`src/rtl/lane_seq_pkg.sv`:
```
`timescale 1ns/1ps
package lane_seq_pkg;

  // Physical lane for a logical slot: slot 0 is the leading lane, slot 1 the trailing lane.
  // Returns 1 when the slot maps to bits 15:8.
  function automatic logic lane_hi(input logic narrow, input logic swap, input logic slot);
    return !narrow && (swap ^ slot);
  endfunction

  // A word closes on its trailing slot, on its final byte, or after one byte in narrow mode.
  function automatic logic word_last(input logic narrow, input logic slot, input logic one_left);
    return narrow || slot || one_left;
  endfunction

endpackage

```
`src/rtl/lane_seq_ctrl.sv`:
```
`timescale 1ns/1ps
module lane_seq_ctrl
  import lane_seq_pkg::*;
#(
  parameter int CNT_W = 16
) (
  input  logic             clk,
  input  logic             rst_n,
  input  logic             load,
  input  logic [CNT_W-1:0] len,
  input  logic             to_port,
  input  logic             narrow,
  input  logic             swap,
  input  logic             odd,
  input  logic             byte_fire,
  output logic             cnt_busy,
  output logic [CNT_W-1:0] remaining,
  output logic             m_to_port,
  output logic             m_narrow,
  output logic             m_swap,
  output logic             slot,
  output logic             last_in_word,
  output logic             word_done
);

  logic [CNT_W-1:0] rem_q;
  logic             pos_q;
  logic             odd_q;

  always_ff @(posedge clk) begin
    if (!rst_n) begin
      rem_q     <= '0;
      pos_q     <= 1'b0;
      odd_q     <= 1'b0;
      m_to_port <= 1'b0;
      m_narrow  <= 1'b0;
      m_swap    <= 1'b0;
    end else if (load) begin
      rem_q     <= len;
      pos_q     <= 1'b0;
      odd_q     <= odd && !narrow;
      m_to_port <= to_port;
      m_narrow  <= narrow;
      m_swap    <= swap;
    end else if (byte_fire) begin
      rem_q <= rem_q - CNT_W'(1);
      if (last_in_word) begin
        pos_q <= 1'b0;
        odd_q <= 1'b0;
      end else begin
        pos_q <= 1'b1;
      end
    end
  end

  assign remaining    = rem_q;
  assign cnt_busy     = (rem_q != '0);
  assign slot         = odd_q | pos_q;
  assign last_in_word = word_last(m_narrow, slot, rem_q == CNT_W'(1));
  assign word_done    = byte_fire && last_in_word;

endmodule

```
`src/rtl/lane_seq_unpack.sv`:
```
`timescale 1ns/1ps
module lane_seq_unpack #(
  parameter int LANE_W = 8,
  localparam int PORT_W = 2 * LANE_W
) (
  input  logic              active,
  input  logic              port_in_valid,
  input  logic [PORT_W-1:0] port_in_data,
  input  logic              lane_high,
  input  logic              last_in_word,
  input  logic              byte_out_ready,
  output logic              byte_out_valid,
  output logic [LANE_W-1:0] byte_out_data,
  output logic              port_in_ready
);

  assign byte_out_valid = active && port_in_valid;
  assign byte_out_data  = lane_high ? port_in_data[PORT_W-1:LANE_W] : port_in_data[LANE_W-1:0];
  assign port_in_ready  = byte_out_valid && byte_out_ready && last_in_word;

endmodule

```
`src/rtl/lane_seq_pack.sv`:
```
`timescale 1ns/1ps
module lane_seq_pack #(
  parameter int LANE_W = 8,
  localparam int PORT_W = 2 * LANE_W,
  localparam int LANES  = 2
) (
  input  logic              clk,
  input  logic              rst_n,
  input  logic              clear,
  input  logic              byte_fire,
  input  logic              lane_high,
  input  logic              word_done,
  input  logic [LANE_W-1:0] byte_in_data,
  input  logic              port_out_ready,
  output logic              port_out_valid,
  output logic [PORT_W-1:0] port_out_data
);

  logic sent;
  assign sent = port_out_valid && port_out_ready;

  for (genvar g = 0; g < LANES; g++) begin : g_lane
    localparam logic IS_HI = (g == 1);
    always_ff @(posedge clk) begin
      if (!rst_n) begin
        port_out_data[g*LANE_W +: LANE_W] <= '0;
      end else if (clear || sent) begin
        port_out_data[g*LANE_W +: LANE_W] <= '0;
      end else if (byte_fire && (lane_high == IS_HI)) begin
        port_out_data[g*LANE_W +: LANE_W] <= byte_in_data;
      end
    end
  end

  always_ff @(posedge clk) begin
    if (!rst_n) begin
      port_out_valid <= 1'b0;
    end else if (clear || sent) begin
      port_out_valid <= 1'b0;
    end else if (word_done) begin
      port_out_valid <= 1'b1;
    end
  end

endmodule

```
`src/rtl/lane_seq_top.sv`:
```
`timescale 1ns/1ps
module lane_seq_top
  import lane_seq_pkg::*;
#(
  parameter int LANE_W = 8,
  parameter int CNT_W  = 16,
  localparam int PORT_W = 2 * LANE_W
) (
  input  logic              clk,
  input  logic              rst_n,
  input  logic              start,
  input  logic [CNT_W-1:0]  xfer_len,
  input  logic              to_port,
  input  logic              mode_narrow,
  input  logic              mode_swap,
  input  logic              mode_odd,
  input  logic              port_in_valid,
  output logic              port_in_ready,
  input  logic [PORT_W-1:0] port_in_data,
  output logic              port_out_valid,
  input  logic              port_out_ready,
  output logic [PORT_W-1:0] port_out_data,
  input  logic              byte_in_valid,
  output logic              byte_in_ready,
  input  logic [LANE_W-1:0] byte_in_data,
  output logic              byte_out_valid,
  input  logic              byte_out_ready,
  output logic [LANE_W-1:0] byte_out_data,
  output logic              busy
);

  // Named internal events, shared with the bound checker.
  logic             start_ok;
  logic             byte_fire;
  logic             cnt_busy;
  logic [CNT_W-1:0] remaining;
  logic             m_to_port;
  logic             m_narrow;
  logic             m_swap;
  logic             slot;
  logic             last_in_word;
  logic             word_done;
  logic             lane_high;

  assign busy      = cnt_busy || port_out_valid;
  assign start_ok  = start && !busy;
  assign lane_high = lane_hi(m_narrow, m_swap, slot);
  assign byte_in_ready = cnt_busy && m_to_port && !port_out_valid;
  assign byte_fire = m_to_port ? (byte_in_valid && byte_in_ready)
                               : (byte_out_valid && byte_out_ready);

  lane_seq_ctrl #(.CNT_W(CNT_W)) u_ctrl (
    .clk          (clk),
    .rst_n        (rst_n),
    .load         (start_ok),
    .len          (xfer_len),
    .to_port      (to_port),
    .narrow       (mode_narrow),
    .swap         (mode_swap),
    .odd          (mode_odd),
    .byte_fire    (byte_fire),
    .cnt_busy     (cnt_busy),
    .remaining    (remaining),
    .m_to_port    (m_to_port),
    .m_narrow     (m_narrow),
    .m_swap       (m_swap),
    .slot         (slot),
    .last_in_word (last_in_word),
    .word_done    (word_done)
  );

  lane_seq_unpack #(.LANE_W(LANE_W)) u_unpack (
    .active         (cnt_busy && !m_to_port),
    .port_in_valid  (port_in_valid),
    .port_in_data   (port_in_data),
    .lane_high      (lane_high),
    .last_in_word   (last_in_word),
    .byte_out_ready (byte_out_ready),
    .byte_out_valid (byte_out_valid),
    .byte_out_data  (byte_out_data),
    .port_in_ready  (port_in_ready)
  );

  lane_seq_pack #(.LANE_W(LANE_W)) u_pack (
    .clk            (clk),
    .rst_n          (rst_n),
    .clear          (start_ok),
    .byte_fire      (byte_fire && m_to_port),
    .lane_high      (lane_high),
    .word_done      (word_done && m_to_port),
    .byte_in_data   (byte_in_data),
    .port_out_ready (port_out_ready),
    .port_out_valid (port_out_valid),
    .port_out_data  (port_out_data)
  );

endmodule

```
`config.mk`:
```
export PLATFORM = sky130hd
export DESIGN_NAME = lane_seq_top
export DESIGN_NICKNAME = d
export VERILOG_FILES = /design/src/rtl/lane_seq_pkg.sv /design/src/rtl/lane_seq_ctrl.sv /design/src/rtl/lane_seq_unpack.sv /design/src/rtl/lane_seq_pack.sv /design/src/rtl/lane_seq_top.sv
export SDC_FILE = /design/constraint.sdc
export NUM_CORES = 1
export LEC_CHECK = 0
export ABC_AREA = 1
export BUFFER_PORTS_ARGS = -buffer_cell sky130_fd_sc_hd__buf_2
export CAP_MARGIN = 10
export CELL_PAD_IN_SITES_DETAIL_PLACEMENT = 2
export CELL_PAD_IN_SITES_GLOBAL_PLACEMENT = 2
export CORE_ASPECT_RATIO = 1.1
export CORE_MARGIN = 4
export CORE_UTILIZATION = 27
export DETAILED_ROUTE_END_ITERATION = 16
export PLACE_DENSITY = 0.9
export SLEW_MARGIN = 20
export SYNTH_ARGS = -nofsm -noshare
export SYNTH_HDL_FRONTEND = slang
export SYNTH_SLANG_ARGS = --single-unit
```
`constraint.sdc`:
```
create_clock -name clk -period 4.3 [get_ports clk]
set_input_delay 0.43 -clock clk [delete_from_list [all_inputs] [get_ports clk]]
set_output_delay 0.43 -clock clk [all_outputs]
set_load 0.1 [all_outputs]
```
# --- After elaboration in Yosys (flattened, before gate mapping) ---
# Cells that the tools add are included.
# W data, S select, Z words.
totals:
  wordCells: 54
  regBits: 38
  inputBits: 51
  output_inout_bits: 29
classes:
  eq_ne: 1
  n_bitwise: 4
  n_reduce_logical: 31
  mux: 8
  addsub: 1
ops:
  columns: ["op", "n"]
  rows:
  - ["$mux W16", 2]
  - ["$eq A16 B1 Y1 const B", 1]
  - ["$logic_and A1 B1 Y1", 16]
  - ["$reduce_bool A16 Y1", 1]
  - ["$sub A16 B1 Y16 const B", 1]
  - ["$mux W8", 1]
  - ["$logic_not A1 Y1", 5]
  - ["$mux W1", 5]
  - ["$logic_or A1 B1 Y1", 4]
  - ["$reduce_bool A2 Y1", 2]
  - ["$reduce_or A2 Y1", 2]
  - ["$not A1 Y1", 2]
  - ["$reduce_and A2 Y1", 1]
  - ["$or A1 B1 Y1", 1]
  - ["$xor A1 B1 Y1", 1]

# --- Depth between registers and ports, before layout ---
# Gate-level depths: netlist of run 1.
logic_depth:
  ltp_word: 7
  mapped_depth: 11
  ltp_nobuf: 11

# --- Cells and area by module ---
# A second synthesis of run 1 with hierarchy kept.
unflattened:
  cells_unflattened: 340
  area_unflattened_um2: 2187.1
by_module_without_submodules:
  columns: ["module", "instances", "cells_each", "seq_area_each_um2", "area_each_um2"]
  rows:
  - ["lane_seq_ctrl", 1, 196, 420.4, 1286.2]
  - ["lane_seq_pack", 1, 95, 340.3, 701.9]
  - ["lane_seq_unpack", 1, 30, 0.0, 120.1]
  - ["lane_seq_top", 1, 19, 0.0, 78.8]

# --- Worst setup path before layout of run 1 ---
# Ideal clock, no wire load.
synth_path:
  kind: "register to output"
  from: "register u_ctrl.rem_q[0] (netlist: u_ctrl.remaining[0])"
  to: "output byte_in_ready"
  t_required_ns: 3.870
  t_arrival_ns: 2.980
  stages_incl_launch_ff: 8
  slack_ns: 0.890
  cell_sequence: "dfxtp_1 -> inv_1 -> ha_1 -> nand2_2 -> nor2_4 -> nand2_2 -> inv_1 -> nor3_1"
synth_via:
  elab_chain_cells: 3
synth_lines:
  columns: ["item", "line", "rtl"]
  rows:
  - ["from (decl)", "lane_seq_ctrl.sv:26", "logic [CNT_W-1:0] rem_q;"]
  - ["from (signal assigned)", "lane_seq_ctrl.sv:39", "rem_q <= len;"]
  - ["from (signal assigned)", "lane_seq_ctrl.sv:46", "rem_q <= rem_q - CNT_W'(1);"]
  - ["$reduce_bool A16 Y1", "lane_seq_ctrl.sv:57", "assign cnt_busy = (rem_q != '0);"]
  - ["$logic_and A1 B1 Y1 (2 in a row)", "lane_seq_top.sv:48", "assign byte_in_ready = cnt_busy && m_to_port && !port_out_valid;"]
  - ["to (decl)", "lane_seq_top.sv:24", "output logic byte_in_ready,"]
# No other way between the ends.

# --- Worst setup path after layout of run 1 ---
layout_path:
  from: "register u_ctrl.rem_q[0] (netlist: u_ctrl.remaining[0])"
  to: "output port_in_ready"
layout_via:
  elab_chain_cells: 5
layout_lines:
  columns: ["item", "line", "rtl"]
  rows:
  - ["$reduce_bool A16 Y1", "lane_seq_ctrl.sv:57", null]
  - ["$logic_and A1 B1 Y1", "lane_seq_top.sv:73", ".active (cnt_busy && !m_to_port),"]
  - ["$logic_and A1 B1 Y1", "lane_seq_unpack.sv:17", "assign byte_out_valid = active && port_in_valid;"]
  - ["$logic_and A1 B1 Y1", "lane_seq_unpack.sv:19", "assign port_in_ready = byte_out_valid && byte_out_ready && last_in_word;"]
  - ["$logic_and A1 B1 Y1 *", "lane_seq_unpack.sv:19", null]
  - ["to (decl)", "lane_seq_top.sv:18", "output logic port_in_ready,"]
# Every way passes the cells marked *; elsewhere a longest branch is shown, timed or not.

==> results of run 1 <==
-- cells by family after synthesis --
group | Yosys count | share of synthesized area [%]
buffers and inverters | 32 | 7.03
adder cells (fa/ha/maj) | 2 | 1.09
AO/OA/AOI/OAI | 29 | 7.14
flip-flops | 38 | 33.1
AND/OR/NAND/NOR | 256 | 50.9
XOR/XNOR | 2 | 0.763
-- placed cells by master (no fill, tap or decap), drive strengths merged --
cell / count
a211oi: 1
a21oi: 7
and2: 2
buf: 79
clkbuf: 6
clkinv: 2
clkinvlp: 1
dfxtp: 38
ha: 2
inv: 25
nand2: 117
nand3: 20
nand3b: 2
nand4: 3
nor2: 91
nor3: 5
o21a: 1
o21ai: 19
o31ai: 1
or2: 16
xor2: 2
-- layer usage --
layer | wire [um] | vias to the layer above
met5 | 0 | -
met4 | 231 | 0
met3 | 704 | 21
met2 | 4420 | 87
met1 | 3510 | 1202
li1 | - | 1276
-- synth_stat cells, drive strengths merged --
cell,n
a211oi,1
a21oi,7
and2,2
buf,5
clkbuf,1
clkinv,1
dfxtp,38
ha,2
inv,25
nand2,117
nand3,20
nand3b,2
nand4,3
nor2,91
nor3,5
o21a,1
o21ai,19
o31ai,1
or2,16
xor2,2
-- sequential cells by signal, summed over array words and instances (netlist names) --
signal                 count
u_ctrl.m_to_port           1
u_ctrl.pos_q               1
u_ctrl.odd_q               1
u_ctrl.m_swap              1
u_ctrl.m_narrow            1
u_pack.port_out_valid      1
u_pack.port_out_data      16
u_ctrl.remaining          16
-- worst max-delay path: stages (launching register included) --
cell	delay, ns
dfxtp_1	0.36
inv_1	0.08
ha_1	0.24
nand2_2	0.12
nor2_4	0.07
nand2_2	0.12
nand3_2	0.19
nor2_1	0.18
buf_2	0.47
-- worst paths after layout --
path | start | to | slack (ns) | depth (start not counted)
worst max-delay path | u_ctrl.remaining[0]$_SDFFE_PN0P_ | port_in_ready | 1.73 | 8
worst min-delay path | byte_in_data[7] | u_pack.port_out_data[7]$_SDFFE_PP0P_ | 0.38 | 3
worst max register to register | u_ctrl.remaining[0]$_SDFFE_PN0P_ | u_pack.port_out_data[4]$_SDFFE_PP0P_ | 2.09 | 9
worst min register to register | u_ctrl.m_swap$_SDFFE_PN0P_ | u_ctrl.m_swap$_SDFFE_PN0P_ | 0.48 | 2
-- area by class of cell --
cell class / count / area share [%]
Clock inverter: 2 / 0.436
Multi-Input combinational cell: 289 / 48.0
Clock buffer: 6 / 2.88
Timing Repair Buffer: 79 / 13.8
Sequential cell: 38 / 26.5
Tap cell: 111 / 4.85
Inverter: 26 / 3.54
-- metrics by stage --
step | utilization (%) | cell area (um2) | hold slack (ns) | std cells
floorplan | - | 2300 | 0.445 | 359
global placement | 33.3 | 2770 | 0.471 | 543
detailed placement | 33.3 | 2770 | 0.478 | 543
CTS | 34.5 | 2870 | 0.377 | 551
global route | 34.5 | 2870 | 0.376 | 551
finish | 34.5 | 2870 | 0.375 | 551
==> impl_metrics.json, run 1 <==
{
  "status": "finished clean",
  "finalSetupTns_ns": 0,
  "synth-warning-count": 0,
  "worst_slack_ns": 1.73,
  "layout.area.seq_um2": 761,
  "post_synth_instance_area_mm2": 0.00230,
  "netlist_top_cells_area": "dfxtp_1 33%, nand2_1 18%, nor2_1 13%, nand3_1 3.7%, inv_1 3.6%",
  "syn_avg_cell_area_um2": 6.40,
  "worst_setup_path_start_kind": "flip-flop",
  "grt_setup_unrepaired": "no",
  "clock_tree.buffer_depth": 2,
  "finalCritPeriodShare_pct": 59.7,
  "clk_skew_ns": 0.00590,
  "wirelength_um": 8870,
  "core_mm2": 0.00832,
  "globalRouteTotalUtil_pct": 18.8,
  "antennaDiodeCount": 0,
  "crit_path_max_fanout": 6,
  "synth-seq-area-share_pct": 33.1,
  "die_area_mm2": 0.0100,
  "die_w_um": 95.9,
  "floorplan.io_pins": 80,
  "global_route.usage.met2_pct": 33.2,
  "globalRouteMet3Util_pct": 6.70,
  "layout-drive-gt1-share_pct": 28.0,
  "grt_overflow_total": 0,
  "slew-limit-headroom_pct": 65.9,
  "vias_per_cell": 4.69,
  "numCtsBuffers": 5,
  "yosys_register_bits": 38,
  "timing.final.crit_period_ns": 2.57,
  "synth.top_cell.area_share_pct": 33.1,
  "fill_cells": 1066,
  "finalMaxSlewViolations": 0,
  "min_path_type": "in -> reg",
  "nNetsFinal": 492,
  "remaining_drc_errors": 0,
  "pre_cts_slack_ns": 2.03,
  "setup_viol_count_final": 0,
  "cts_tree": "yes",
  "antenna_found_initial": 0,
  "gp_congestion": 0.833,
  "yosys.area.top_type": "dfxtp_1",
  "drt-initial-drc-count": 104,
  "drv_cap": 0,
  "global_route_wire_length_before_repair_um": 14800,
  "timing.fmax_mhz": 389,
  "area_taken_by_multi_input_logic_gates_mm2": 0.00138,
  "worstSkewPairLatency_ns": 0.30,
  "grtUsageMet1_pct": 20.7,
  "cts_hold_repair.buffers": 0,
  "crit_required_ns": 3.87,
  "firstDrtPassIters": 4,
  "placementRows": 35,
  "p_r_area_growth_vs_syn_pct": 24.8,
  "critical_path_class": "reg -> out",
  "routedWlPerCell_um": 16.1,
  "clk_pin_slew_ns": 0.08,
  "htreeDepth": 2,
  "cts-root-buf": "clkbuf_8",
  "clock_sinks": 38,
  "port-buffer-count": 79,
  "vias": 2586,
  "worst_setup_path_end_kind": "output pin",
  "post-cts-setup-buffer-count": 0,
  "grt_most_used_layer": "met2",
  "first_global_vias": 2927,
  "initial_utilization_pct": 27.6,
  "worst_pin_slew_ns": 0.510,
  "antenna_left": 0,
  "grt_max_degree": 31,
  "yosys.cell_types.count": 33,
  "dieHeight_um": 105,
  "ctsResizeCount": 0,
  "synthesis.instances": 359,
  "dp.final_hpwl_um": 7110,
  "worst_ep_arrival_time_ns": 2.14,
  "mappedNetlistNets": 412,
  "final_hold_viol_count": 0
}
Power of run 1 is left out: the tool's default activity adds up to more than one toggle a clock period on the data nets, which glitch-free logic cannot reach.
==> run 2, diff against run 1 <==
--- a/config.mk
+++ b/config.mk
@@ -12,9 +12,9 @@
 export CELL_PAD_IN_SITES_GLOBAL_PLACEMENT = 2
 export CORE_ASPECT_RATIO = 1.1
 export CORE_MARGIN = 4
-export CORE_UTILIZATION = 27
+export CORE_UTILIZATION = 25
 export DETAILED_ROUTE_END_ITERATION = 16
-export PLACE_DENSITY = 0.9
+export PLACE_DENSITY = 0.84
 export SLEW_MARGIN = 20
 export SYNTH_ARGS = -nofsm -noshare
 export SYNTH_HDL_FRONTEND = slang
==> constraint.sdc (replaced) <==
create_clock -name clk -period 2.5 [get_ports clk]
set_input_delay 0.25 -clock clk [delete_from_list [all_inputs] [get_ports clk]]
set_output_delay 0.25 -clock clk [all_outputs]
set_load 0.1 [all_outputs]
==> run 2 against run 1 <==
Against the previous run:
- global-route usage is 2.4 points lower
- sequential share of layout area is 0.58 points lower
- wire length is 4.6% lower
- core utilization is 1.6 points lower
- final cell count is 0.91% higher
- count of clock-buffer cells in the layout is 1 lower
- non-clock buffer count is 2 higher
- flip-flop and latch count stayed put
- critical path type unchanged
- largest cell class unchanged
- highest routed layer unchanged
==> impl_metrics.json, run 2 (same netlist as run 1, synthesis figures left out) <==
{
  "drv_cap": 0,
  "floorplan.io_pins": 80,
  "ctsResizeCount": 0,
  "worstSkewPairLatency_ns": 0.30,
  "worst_pin_slew_ns": 0.506,
  "antenna_left": 0,
  "critical_path.reg2reg.startpoint": "u_ctrl.remaining[0]$_SDFFE_PN0P_",
  "globalRouteTotalUtil_pct": 16.3,
  "worst_ep_arrival_time_ns": 2.06,
  "die_w_um": 99.4,
  "critical_path.reg2reg.endpoint": "u_pack.port_out_data[0]$_SDFFE_PP0P_",
  "min_to": "u_ctrl.odd_q$_SDFFE_PN0P_",
  "critical_path_class": "reg -> out",
  "clk_skew_ns": 0.00636,
  "core_mm2": 0.00892,
  "hp-start": "mode_odd",
  "dieHeight_um": 109,
  "r2r_cells": 10,
  "timing.final.crit_period_ns": 2.31,
  "initial_utilization_pct": 25.8,
  "worst_setup_path_end_kind": "output pin",
  "first_global_vias": 2870,
  "wirelength_um": 8460,
  "total_cell_area_at_the_placement_stage_mm2": 0.00279,
  "setup_viol_count_final": 0,
  "final_hold_viol_count": 0,
  "finalCritPeriodShare_pct": 92.6,
  "cts_hold_repair.buffers": 0,
  "cts-root-buf": "clkbuf_8",
  "die_area_mm2": 0.0108,
  "global_route_wire_length_before_repair_um": 14200,
  "crit_path_max_fanout": 6,
  "crit_required_ns": 2.25,
  "p_r_area_growth_vs_syn_pct": 27.6,
  "dp.final_hpwl_um": 6650,
  "vias": 2563,
  "commonest_non_fill_non_tap_cell_in_the_layout": "nand2_1",
  "remaining_drc_errors": 0,
  "routedWlPerCell_um": 15.2,
  "firstDrtPassIters": 4,
  "drt-initial-drc-count": 36,
  "worst_setup_path_start_kind": "flip-flop",
  "clk_pin_slew_ns": 0.09,
  "clock_sinks": 38,
  "port-buffer-count": 79,
  "grt_max_degree": 18,
  "hold_path_depth": 3,
  "ff2ff_setup_slack_ns": 0.50,
  "fin_cells": 556,
  "timing.fmax_mhz": 432,
  "gp_congestion": 0.783,
  "vias_per_cell": 4.61,
  "min_path_type": "in -> reg",
  "numCtsBuffers": 5,
  "layout.cell_area.non_filler_mm2": 0.00293,
  "numPlacedInstances": 548,
  "clock_tree.buffer_depth": 2,
  "most_frequent_cells_in_the_layout": "113 x nand2_1, 80 x nor2_1, 79 x buf_2",
  "nNetsFinal": 494,
  "slew-limit-headroom_pct": 66.1,
  "cts_tree": "yes",
  "grt_setup_unrepaired": "no",
  "finalMaxSlewViolations": 0,
  "status": "finished clean",
  "antennaDiodeCount": 0,
  "antenna_found_initial": 0,
  "post-cts-setup-buffer-count": 0,
  "grt_overflow_total": 0,
  "htreeDepth": 2,
  "placementRows": 36,
  "layout-drive-gt1-share_pct": 28.5
}
-- run 2: cell count changes in the layout (fill, tap and decap cells not counted) --
cell        change
clkinv_4        +1
nor2_1          -1
bufinv_16       +2
nor2_2          +1
clkinv_2        -1
buf_4           +2
clkinvlp_4      -1
clkbuf_8        -1
-- run 2: cell type report --
type / count / area (um2)
Inverter: 26 / 101
Fill cell: 1149 / 5990
Sequential cell: 38 / 761
Clock buffer: 5 / 68.8
Timing Repair Buffer: 81 / 410
Multi-Input combinational cell: 289 / 1380
Clock inverter: 3 / 68.8
Tap cell: 114 / 143
-- run 2: worst max path at each step --
stage,slack [ns],cells after the start,end,startpoint
floorplan,-0.73,7,byte_in_ready,u_ctrl.remaining[0]$_SDFFE_PN0P_
global placement,0.57,8,port_in_ready,u_ctrl.remaining[0]$_SDFFE_PN0P_
detailed placement,0.52,8,port_in_ready,u_ctrl.remaining[0]$_SDFFE_PN0P_
CTS,0.15,8,port_in_ready,u_ctrl.remaining[0]$_SDFFE_PN0P_
global route,0.04,8,port_in_ready,u_ctrl.remaining[0]$_SDFFE_PN0P_
finish,0.19,8,port_in_ready,u_ctrl.remaining[0]$_SDFFE_PN0P_
-- run 2: critical path, stage by stage, from the launching register on --
cell     delay [ns]
dfxtp_1        0.37
inv_1          0.09
ha_1           0.24
nand2_2        0.13
nor2_4         0.07
nand2_2        0.12
nand3_2        0.18
nor2_2         0.13
buf_2          0.44
-- run 2: stage by stage --
stage	setup slack, ns	hold slack (ns)	TNS (ns)	utilization (%)
floorplan	-0.730	0.385	-1.46	-
global placement	0.572	0.467	0	31.3
detailed placement	0.522	0.479	0	31.3
CTS	0.147	0.185	0	32.9
global route	0.0427	0.194	0	32.9
finish	0.186	0.187	0	32.9
-- run 2: routing by layer --
metal | track usage [%] | vias to the layer above | wire length (um)
met5 | 0 | - | 0
met4 | 1.76 | 0 | 34
met1 | 18.4 | 1215 | 3570
li1 | - | 1281 | -
met3 | 5.29 | 5 | 588
met2 | 30.8 | 62 | 4260
Power of run 2 is left out for the same reason.
